===== config.mk =====
export PLATFORM = sky130hd
export DESIGN_NAME = dmach_ctlstat
export DESIGN_NICKNAME = d
export VERILOG_FILES = /design/src/rtl/dmach_pkg.sv /design/src/rtl/dmach_sticky_bit.sv /design/src/rtl/dmach_ctrl_reg.sv /design/src/rtl/dmach_rd_mux.sv /design/src/rtl/dmach_ctlstat.sv
export SDC_FILE = /design/constraint.sdc
export NUM_CORES = 1
export LEC_CHECK = 0
export CORE_MARGIN = 3
export CORE_UTILIZATION = 45
export CTS_CLUSTER_SIZE = 28
export DETAILED_ROUTE_END_ITERATION = 10
export DONT_BUFFER_PORTS = 1
export SYNTH_ARGS = -nofsm -noshare
export SYNTH_HDL_FRONTEND = slang
export SYNTH_SLANG_ARGS = --single-unit

===== constraint.sdc =====
create_clock -name clk -period 1.5 [get_ports clk]
set_clock_uncertainty 0.2 [all_clocks]
set_input_delay 0.15 -clock clk [delete_from_list [all_inputs] [get_ports clk]]
set_output_delay 0.15 -clock clk [all_outputs]
set_load 0.03 [all_outputs]

===== src/rtl/dmach_pkg.sv =====
package dmach_pkg;

  // Register offsets (byte addresses)
  localparam int CTRL_OFS    = 'h0;
  localparam int STAT_OFS    = 'h4;

  // Control word fields
  localparam int CTL_EN_BIT  = 0;
  localparam int CTL_APP_BIT = 1;

  // Status word fields
  localparam int ST_BUSY_BIT = 13;

  // Sticky flags, ordered by index
  localparam int NUM_STICKY  = 6;
  localparam int ERR_FIRST   = 2;   // indices ERR_FIRST.. are error causes
  localparam int NUM_ERR     = NUM_STICKY - ERR_FIRST;

  typedef enum logic [2:0] {
    SB_XFER   = 3'd0,
    SB_CHAIN  = 3'd1,
    SB_PARITY = 3'd2,
    SB_MCABRT = 3'd3,
    SB_TABRT  = 3'd4,
    SB_MABRT  = 3'd5
  } sticky_idx_e;

  // Status bit position of each sticky flag
  function automatic int sticky_pos(input int idx);
    case (idx)
      SB_XFER:   return 12;
      SB_CHAIN:  return 11;
      SB_PARITY: return 9;
      SB_MCABRT: return 5;
      SB_TABRT:  return 4;
      default:   return 3;
    endcase
  endfunction

endpackage


===== src/rtl/dmach_sticky_bit.sv =====
module dmach_sticky_bit (
  input  logic clk,
  input  logic rst_n,
  input  logic set_i,
  input  logic clr_i,
  output logic q_o
);

  logic q_q;
  logic q_d;
  logic q_ce;

  // set has priority so an event coinciding with a clear survives
  always_comb begin
    q_ce = set_i | clr_i;
    q_d  = set_i;
  end

  always_ff @(posedge clk or negedge rst_n) begin
    if (!rst_n) begin
      q_q <= 1'b0;
    end else if (q_ce) begin
      q_q <= q_d;
    end
  end

  assign q_o = q_q;

  // event beats a same-cycle clear
  assert_set_wins_R9: assert property (
    @(posedge clk) disable iff (!rst_n) set_i |=> q_o)
    else $error("sticky flag lost a set");

  // a write of 1 with no event clears the flag
  assert_w1c_clear_R8: assert property (
    @(posedge clk) disable iff (!rst_n) (clr_i && !set_i) |=> !q_o)
    else $error("sticky flag not cleared");

  // without set or clear the flag holds
  assert_hold_R8: assert property (
    @(posedge clk) disable iff (!rst_n) (!set_i && !clr_i) |=> $stable(q_o))
    else $error("sticky flag changed on its own");

endmodule


===== src/rtl/dmach_ctrl_reg.sv =====
module dmach_ctrl_reg (
  input  logic clk,
  input  logic rst_n,
  input  logic wr_i,
  input  logic wen_val_i,
  input  logic wapp_val_i,
  input  logic ack_i,
  output logic en_o,
  output logic app_o
);

  logic en_q, en_d, en_ce;
  logic app_q, app_d, app_ce;

  always_comb begin
    en_ce  = wr_i;
    en_d   = wen_val_i;
    // request set by software has priority over the sequencer acknowledge
    app_ce = (wr_i & wapp_val_i) | ack_i;
    app_d  = wr_i & wapp_val_i;
  end

  always_ff @(posedge clk or negedge rst_n) begin
    if (!rst_n) begin
      en_q <= 1'b0;
    end else if (en_ce) begin
      en_q <= en_d;
    end
  end

  always_ff @(posedge clk or negedge rst_n) begin
    if (!rst_n) begin
      app_q <= 1'b0;
    end else if (app_ce) begin
      app_q <= app_d;
    end
  end

  assign en_o  = en_q;
  assign app_o = app_q;

  assert_enable_load_R3: assert property (
    @(posedge clk) disable iff (!rst_n) wr_i |=> (en_o == $past(wen_val_i)))
    else $error("enable not loaded");

  assert_append_set_R4: assert property (
    @(posedge clk) disable iff (!rst_n) (wr_i && wapp_val_i) |=> app_o)
    else $error("resume request not set");

  assert_append_ack_R4: assert property (
    @(posedge clk) disable iff (!rst_n) (ack_i && !(wr_i && wapp_val_i)) |=> !app_o)
    else $error("resume request not cleared by acknowledge");

endmodule


===== src/rtl/dmach_rd_mux.sv =====
module dmach_rd_mux #(
  parameter int ADDR_W     = 8,
  parameter int DATA_W     = 32,
  parameter int NUM_STICKY = dmach_pkg::NUM_STICKY
) (
  input  logic [ADDR_W-1:0]     addr_i,
  input  logic                  en_i,
  input  logic                  app_i,
  input  logic                  busy_i,
  input  logic [NUM_STICKY-1:0] sticky_i,
  output logic [DATA_W-1:0]     rdata_o
);
  import dmach_pkg::*;

  localparam logic [ADDR_W-1:0] A_CTRL = ADDR_W'(CTRL_OFS);
  localparam logic [ADDR_W-1:0] A_STAT = ADDR_W'(STAT_OFS);

  always_comb begin
    rdata_o = '0;
    if (addr_i == A_CTRL) begin
      rdata_o[CTL_EN_BIT]  = en_i;
      rdata_o[CTL_APP_BIT] = app_i;
    end else if (addr_i == A_STAT) begin
      rdata_o[ST_BUSY_BIT] = busy_i;
      for (int k = 0; k < NUM_STICKY; k++) begin
        rdata_o[sticky_pos(k)] = sticky_i[k];
      end
    end
  end

endmodule


===== src/rtl/dmach_ctlstat.sv =====
module dmach_ctlstat #(
  parameter int ADDR_W = 8,
  parameter int DATA_W = 32
) (
  input  logic              clk,
  input  logic              rst_n,
  input  logic              reg_wr,
  input  logic [ADDR_W-1:0] reg_addr,
  input  logic [DATA_W-1:0] reg_wdata,
  output logic [DATA_W-1:0] reg_rdata,
  input  logic              eng_busy,
  input  logic              eng_append_ack,
  input  logic              ev_xfer_done,
  input  logic              ev_chain_done,
  input  logic              ev_err_parity,
  input  logic              ev_err_mcabort,
  input  logic              ev_err_tabort,
  input  logic              ev_err_mabort,
  output logic              ctl_enable,
  output logic              ctl_append,
  output logic              irq_xfer,
  output logic              irq_chain,
  output logic              irq_err
);
  import dmach_pkg::*;

  localparam logic [ADDR_W-1:0] A_CTRL = ADDR_W'(CTRL_OFS);
  localparam logic [ADDR_W-1:0] A_STAT = ADDR_W'(STAT_OFS);

  logic                  wr_ctrl;
  logic                  wr_stat;
  logic [NUM_STICKY-1:0] st_set;
  logic [NUM_STICKY-1:0] st_clr;
  logic [NUM_STICKY-1:0] st_q;
  logic                  unused_wdata;

  assign wr_ctrl = reg_wr && (reg_addr == A_CTRL);
  assign wr_stat = reg_wr && (reg_addr == A_STAT);
  assign unused_wdata = ^reg_wdata;

  // event inputs in sticky index order
  assign st_set[SB_XFER]   = ev_xfer_done;
  assign st_set[SB_CHAIN]  = ev_chain_done;
  assign st_set[SB_PARITY] = ev_err_parity;
  assign st_set[SB_MCABRT] = ev_err_mcabort;
  assign st_set[SB_TABRT]  = ev_err_tabort;
  assign st_set[SB_MABRT]  = ev_err_mabort;

  dmach_ctrl_reg u_ctrl (
    .clk        (clk),
    .rst_n      (rst_n),
    .wr_i       (wr_ctrl),
    .wen_val_i  (reg_wdata[CTL_EN_BIT]),
    .wapp_val_i (reg_wdata[CTL_APP_BIT]),
    .ack_i      (eng_append_ack),
    .en_o       (ctl_enable),
    .app_o      (ctl_append)
  );

  for (genvar i = 0; i < NUM_STICKY; i++) begin : g_sticky
    localparam int POS = sticky_pos(i);
    assign st_clr[i] = wr_stat & reg_wdata[POS];
    dmach_sticky_bit u_bit (
      .clk   (clk),
      .rst_n (rst_n),
      .set_i (st_set[i]),
      .clr_i (st_clr[i]),
      .q_o   (st_q[i])
    );
  end

  dmach_rd_mux #(
    .ADDR_W     (ADDR_W),
    .DATA_W     (DATA_W),
    .NUM_STICKY (NUM_STICKY)
  ) u_rd (
    .addr_i   (reg_addr),
    .en_i     (ctl_enable),
    .app_i    (ctl_append),
    .busy_i   (eng_busy),
    .sticky_i (st_q),
    .rdata_o  (reg_rdata)
  );

  assign irq_xfer  = st_q[SB_XFER];
  assign irq_chain = st_q[SB_CHAIN];
  assign irq_err   = |st_q[NUM_STICKY-1:ERR_FIRST];

  // any error event raises the error line on the next cycle
  assert_err_irq_rise_R10: assert property (
    @(posedge clk) disable iff (!rst_n)
      (ev_err_parity || ev_err_mcabort || ev_err_tabort || ev_err_mabort) |=> irq_err)
    else $error("error interrupt missing");

  // transfer-done pulse raises its line on the next cycle
  assert_xfer_irq_rise_R10: assert property (
    @(posedge clk) disable iff (!rst_n) ev_xfer_done |=> irq_xfer)
    else $error("transfer interrupt missing");

  // status readback tracks the busy input
  assert_busy_live_R5: assert property (
    @(posedge clk) disable iff (!rst_n)
      (reg_addr == A_STAT) |-> (reg_rdata[ST_BUSY_BIT] == eng_busy))
    else $error("busy readback wrong");

  // writes to undecoded offsets leave all state alone
  assert_offmap_write_R2: assert property (
    @(posedge clk) disable iff (!rst_n)
      (reg_wr && reg_addr != A_CTRL && reg_addr != A_STAT && !eng_append_ack &&
       !ev_xfer_done && !ev_chain_done && !ev_err_parity && !ev_err_mcabort &&
       !ev_err_tabort && !ev_err_mabort)
      |=> ($stable(ctl_enable) && $stable(ctl_append) && $stable(irq_xfer) &&
           $stable(irq_chain) && $stable(irq_err)))
    else $error("write to undecoded offset changed state");

endmodule


==> flow_summary.ini, run 1 <==
[sta]
setup_viol = 1
final-hold-violation-count = 1
rsz0062_at_grt = yes
period_share = 1.06
fin_crit_ns = 1.60
drv_slew = 0
fin_ws_ns = -0.0973
max_freq_ghz = 0.626
fin_hold_ws_ns = -0.000386

[power_and_ir_drop]
leakagePower_nw = 0.405
p_per_area_nw_per_um2 = 633
peakVddDrop_mv = 0.336
power.total_w = 0.000526

[setup_path]
cp_slowest_cell = or4_4
r2r-start = g_sticky[3].u_bit.q_o$_DFFE_PN0P_
timing.rr.end = g_sticky[3].u_bit.q_o$_DFFE_PN0P_
worstRegToRegCells = 3
critPathKind = flip-flop to output port
start_kind = flip-flop
end_kind = output port
cp_num_buf_inv = 0
r2r_slack_ns = 0.49
critPathTopFamily = simple AND/OR/NAND/NOR gates
cp.arrival_ns = 1.25
path_cells = or4_4
path_depth = 1
cp.required_ns = 1.15
cp_max_fo = 2
max_stage_delay_ns = 0.61

[yosys]
synth.largest_area_cell = dfrtp_1
synthTopCellsByArea = dfrtp_1, buf_4, and2_1
avgSynthCellArea_sq_um = 8.52
syn-cell-area_sq_um = 613
synth_cell_types = 18
synth_top_area_frac = 0.327
synth_ff_type = dfrtp_1
ys_warn_count = 0
synthArstFlopShare = 1.00
ys_seq_area_frac = 0.327
ys_seq_elements = 8
syn_inst = 72
synth-edff-count = 0

[drt]
post_drt_wl_per_cell_um = 13.1
vias = 523
vias_per_cell = 4.59
drc_errors = 0
routed_wl_um = 1490
drtIter0Drc = 10
dr.pass1.iters = 2
antenna_left = 0

[place]
dpl_cell_area_sq_um = 609
dp_hpwl_um = 1030
portBuffers = 0
gp_congestion = 0.634
pre_cts_slack_ns = -0.0717

[layout]
drive_gt1_frac = 0.250
synthToLayoutAreaGrowth_pct = 35.5
layout_commonest_cell = conb_1
diodes = 0
final_nets = 153
fill_cells = 100
fin_util = 0.700
design_area_sq_um = 831
layout_common_cells = conb_1, dlygate4sd3_1, buf_4

[hold_path]
holdCritPathClass = input port to flip-flop
hold_start = reg_addr[6]
hold_depth = 3
hold_end = u_ctrl.app_o$_DFFE_PN0P_

[clock_network]
htreeDepth = 1
cts_tree = yes
root_buffer = clkbuf_4
clock_latency_ns = 0.25
clockBufferDepth = 2
cts_buffers = 3
clkSinkCount = 8
cts.reportedPaths.clkPinSlew_ns = 0.06

[floorplanning]
rows = 12
die-area_sq_um = 1840
fp.dieH_um = 42.9
start_util = 0.517
die_w_um = 42.9
io_pins = 88
core_sq_um = 1190

[global_route]
grt_max_degree = 9
antenna_found_initial = 0
grt_pass1_vias = 503
grt_pass1_wl_um = 2350
grtUsageTotal = 0.172
grt-ovfl-total = 0

[run]
maxCapViolCount = 0

[status]
violations = hold timing, setup timing
status = finished, violations left
[power by group]
group          internal [W]  switching (W)
registers          0.000217     0.00000112
logic             0.0000394       0.000102
clock network     0.0000917      0.0000745
total              0.000349       0.000177
[metrics by stage]
| step | setup TNS (ns) | instances | hold slack (ns) |
|---|---|---|---|
| floorplan | -0.0653 | 94 | -0.346 |
| global placement | -0.848 | 93 | -0.345 |
| detailed placement | -0.842 | 93 | -0.345 |
| CTS | -0.0900 | 114 | -0.0270 |
| global route | -0.269 | 114 | 0.00611 |
| finish | -0.0973 | 114 | -0.000386 |
[sequential cells by signal, summed over array words and instances, names as in the netlist]
register and cells:
g_sticky.u_bit.q_o 6, u_ctrl.app_o 1, u_ctrl.en_o 1
[worst max-delay path by stage]
stage                                                  from                                 to  slack (ns)
after global routing      g_sticky[5].u_bit.q_o$_DFFE_PN0P_                            irq_err       -0.14
final                     g_sticky[5].u_bit.q_o$_DFFE_PN0P_                            irq_err        -0.1
after global placement                          reg_addr[5]                       reg_rdata[5]       -0.08
after detailed placement                        reg_addr[3]  g_sticky[1].u_bit.q_o$_DFFE_PN0P_       -0.07
after CTS                 g_sticky[5].u_bit.q_o$_DFFE_PN0P_                            irq_err       -0.09
after floorplan                                 reg_addr[3]                      reg_rdata[11]      -0.009
[Yosys cell counts, drive strengths merged, types with 2 or more instances]
| library cell | instances |
|---|---|
| buf | 23 |
| inv | 9 |
| dfrtp | 8 |
| and2 | 7 |
| nor2 | 7 |
| a31oi | 6 |
| and3 | 2 |
| nor4 | 2 |
| or4 | 2 |
[kinds of logic after synthesis]
group	synth area share
compound gates	0.0714
simple gates	0.241
other cells	0.00612
flops	0.327
mux	0.0184
buf+inv	0.337
[routing by layer]
| layer | global-route usage | wire, um | up-vias |
|---|---|---|---|
| met5 | 0 | 0 | - |
| met4 | 0.0373 | 0 | 0 |
| met3 | 0.0720 | 155 | 0 |
| met2 | 0.311 | 819 | 35 |
| met1 | 0.181 | 517 | 240 |
| li1 | - | - | 248 |
[final cells by class]
cell class | instances | area [sq um] | share of cell area
multi-input combinational | 54 | 319 | 0.384
clock buffer | 3 | 22.5 | 0.0271
tap | 14 | 17.5 | 0.0211
sequential | 8 | 200 | 0.241
timing repair buffer | 26 | 238 | 0.286
inverter | 9 | 33.8 | 0.0407
[what timing repair did]
item,in CTS,in global routing
pin swaps,3,1
endpoints found under the hold margin,16,0
endpoints found under the setup margin,8,8
resized for setup,10,0
cloned,0,0
buffers inserted,1,0
hold buffers,17,0
Power figures use the tool's default switching activity.
==> run 2: changes to the inputs <==
ABC_AREA = 1   (was not set)
==> run 2 against run 1 <==
  * Critical path type is now input port to flip-flop
  * First-iteration DRC count decreased by 30%
  * Global-route usage is 0.25 points lower
  * Fmax increased by 11%
  * Sequential power about the same
  * Largest cell class unchanged
  * The run now ends clean
==> flow_summary.ini, run 2 <==
[setup_path]
cp_max_fo = 6
max_stage_delay_ns = 0.56
start_kind = input port
path_cells = nor2_1 > nand2_2 > nor2_4 > buf_4 > nand3_1 > nand2_1 > nand2_1 > dlygate4sd3_1
critPathKind = input port to flip-flop
cp.required_ns = 1.43
cp-startpoint = reg_addr[5]
crit_top_cell = nand2_1
cp_slowest_cell = dlygate4sd3_1
r2r-start = u_ctrl.app_o$_DFFE_PN0P_
end_kind = flip-flop
cp_num_buf_inv = 2
cp.arrival_ns = 1.37
critPathTopFamily = buffers and inverters

[drt]
vias = 618
drtIter0Drc = 7
dr.pass1.iters = 4
antenna_left = 0
drc_errors = 0
post_drt_wl_per_cell_um = 11.5
vias_per_cell = 4.35
routed_wl_um = 1640

[yosys]
synth_top_area_frac = 0.311
synth-edff-count = 0
ys_seq_area_frac = 0.311
syn-cell-area_sq_um = 643
synth_ff_type = dfrtp_1
ys_seq_elements = 8
synth_most_common_cell = buf_4
synth_cell_types = 15
avgSynthCellArea_sq_um = 6.84
synth.largest_area_cell = dfrtp_1
synth_common_cells = buf_4, nand2_1, inv_1, nor2_1, nand3_1
synthTopCellsByArea = dfrtp_1, buf_4, nand2_1
ys_warn_count = 0
syn_inst = 94
synthArstFlopShare = 1.00

[clock_network]
clockBufferDepth = 2
htreeDepth = 1
clock_latency_ns = 0.24
clkSinkCount = 8
cts.reportedPaths.clkPinSlew_ns = 0.05
cts_buffers = 3
root_buffer = clkbuf_4
cts_tree = yes

[sta]
setup_viol = 0
final-hold-violation-count = 0
drv_slew = 0
fin_crit_ns = 1.44
max_freq_ghz = 0.692
period_share = 0.963
rsz0062_at_grt = no
fin_hold_ws_ns = 0.0536
tns_ns = 0

[layout]
fill_cells = 116
drive_gt1_frac = 0.197
synthToLayoutAreaGrowth_pct = 37.9
layout_commonest_cell = conb_1
final_nets = 180
layout_common_cells = conb_1, nand2_1, dlygate4sd3_1
largest_reg_flops = 6
diodes = 0
post_layout_nonfiller_instances = 142

[floorplanning]
die-area_sq_um = 1920
rows = 13
fp.dieH_um = 43.8
start_util = 0.488
core_sq_um = 1320
die_w_um = 43.8
io_pins = 88

[power_and_ir_drop]
peakVddDrop_mv = 0.343
leakagePower_nw = 0.502
p_per_area_nw_per_um2 = 578

[global_route]
grt_pass1_wl_um = 2440
antenna_found_initial = 0
grtUsageTotal = 0.169
grt_pass1_vias = 589
grt_max_degree = 9
grt-ovfl-total = 0

[place]
place_inst = 119
portBuffers = 0
dp_hpwl_um = 1080
gp_congestion = 0.658

[run]
maxCapViolCount = 0

[hold_path]
holdCritPathClass = input port to async pin

[status]
status = complete, no violations
-- run 2: through the flow --
step | cell area (sq um) | setup slack (ns) | util | total power [W]
after global placement | 667 | 0.270 | 0.506 | 0.000320
after global routing | 887 | 0.000877 | 0.673 | 0.000549
after CTS | 870 | 0.0556 | 0.660 | 0.000515
after floorplan | 736 | 0.0971 | - | 0.000365
final | 887 | 0.0551 | 0.673 | 0.000513
after detailed placement | 667 | 0.251 | 0.506 | 0.000321
-- run 2: area by class of cell --
type | count | area, sq um | share of cell area
Multi-Input combinational cell | 71 | 312 | 0.351
Tap cell | 15 | 18.8 | 0.0212
Sequential cell | 8 | 200 | 0.226
Clock buffer | 3 | 22.5 | 0.0254
Inverter | 13 | 48.8 | 0.0550
Timing Repair Buffer | 32 | 285 | 0.322
-- run 2: kinds of logic after synthesis --
logic type	count (synthesis)	share of synthesized area
DFF	8	0.311
other	1	0.00583
and+or+nand+nor	47	0.323
AOI/OAI and AO/OA	1	0.00777
buffers and inverters	37	0.352
-- run 2: worst paths after layout --
path / cells past startpoint / end / slack (ns)
max: 8 / g_sticky[2].u_bit.q_o$_DFFE_PN0P_ / 0.06
min: 1 / g_sticky[1].u_bit.q_o$_DFFE_PN0P_ / 0.05
max reg2reg: 3 / u_ctrl.app_o$_DFFE_PN0P_ / 0.10
min reg2reg: 3 / u_ctrl.en_o$_DFFE_PN0P_ / 0.43
max in group asynchronous: 1 / g_sticky[4].u_bit.q_o$_DFFE_PN0P_ / 0.78
min in group clk: 7 / u_ctrl.en_o$_DFFE_PN0P_ / 0.17
-- run 2: metal layers --
layer	share of wire	up-vias	global-route usage	wire [um]
met4	0.012	0	0.0723	19
met2	0.53	41	0.326	861
li1	-	302	-	-
met3	0.11	2	0.0290	173
met1	0.36	273	0.174	581
met5	0	-	0	0
-- run 2: worst reg2reg max path, cell delays in order, from the launching register on --
cell and delay, ns:
dfrtp_1 0.38, inv_1 0.08, o21ai_0 0.07, dlygate4sd3_1 0.56
-- run 2: what timing repair did --
item	CTS	global route
setup endpoints to repair	0	6
hold buffers	18	0
resized for setup	0	1
hold endpoints to repair	16	0
setup buffers	0	2
-- run 2: power breakdown --
part	internal, W	switching [W]
registers	0.000217	0.000000657
clock network	0.0000914	0.0000700
logic	0.0000312	0.000102
total	0.000340	0.000173
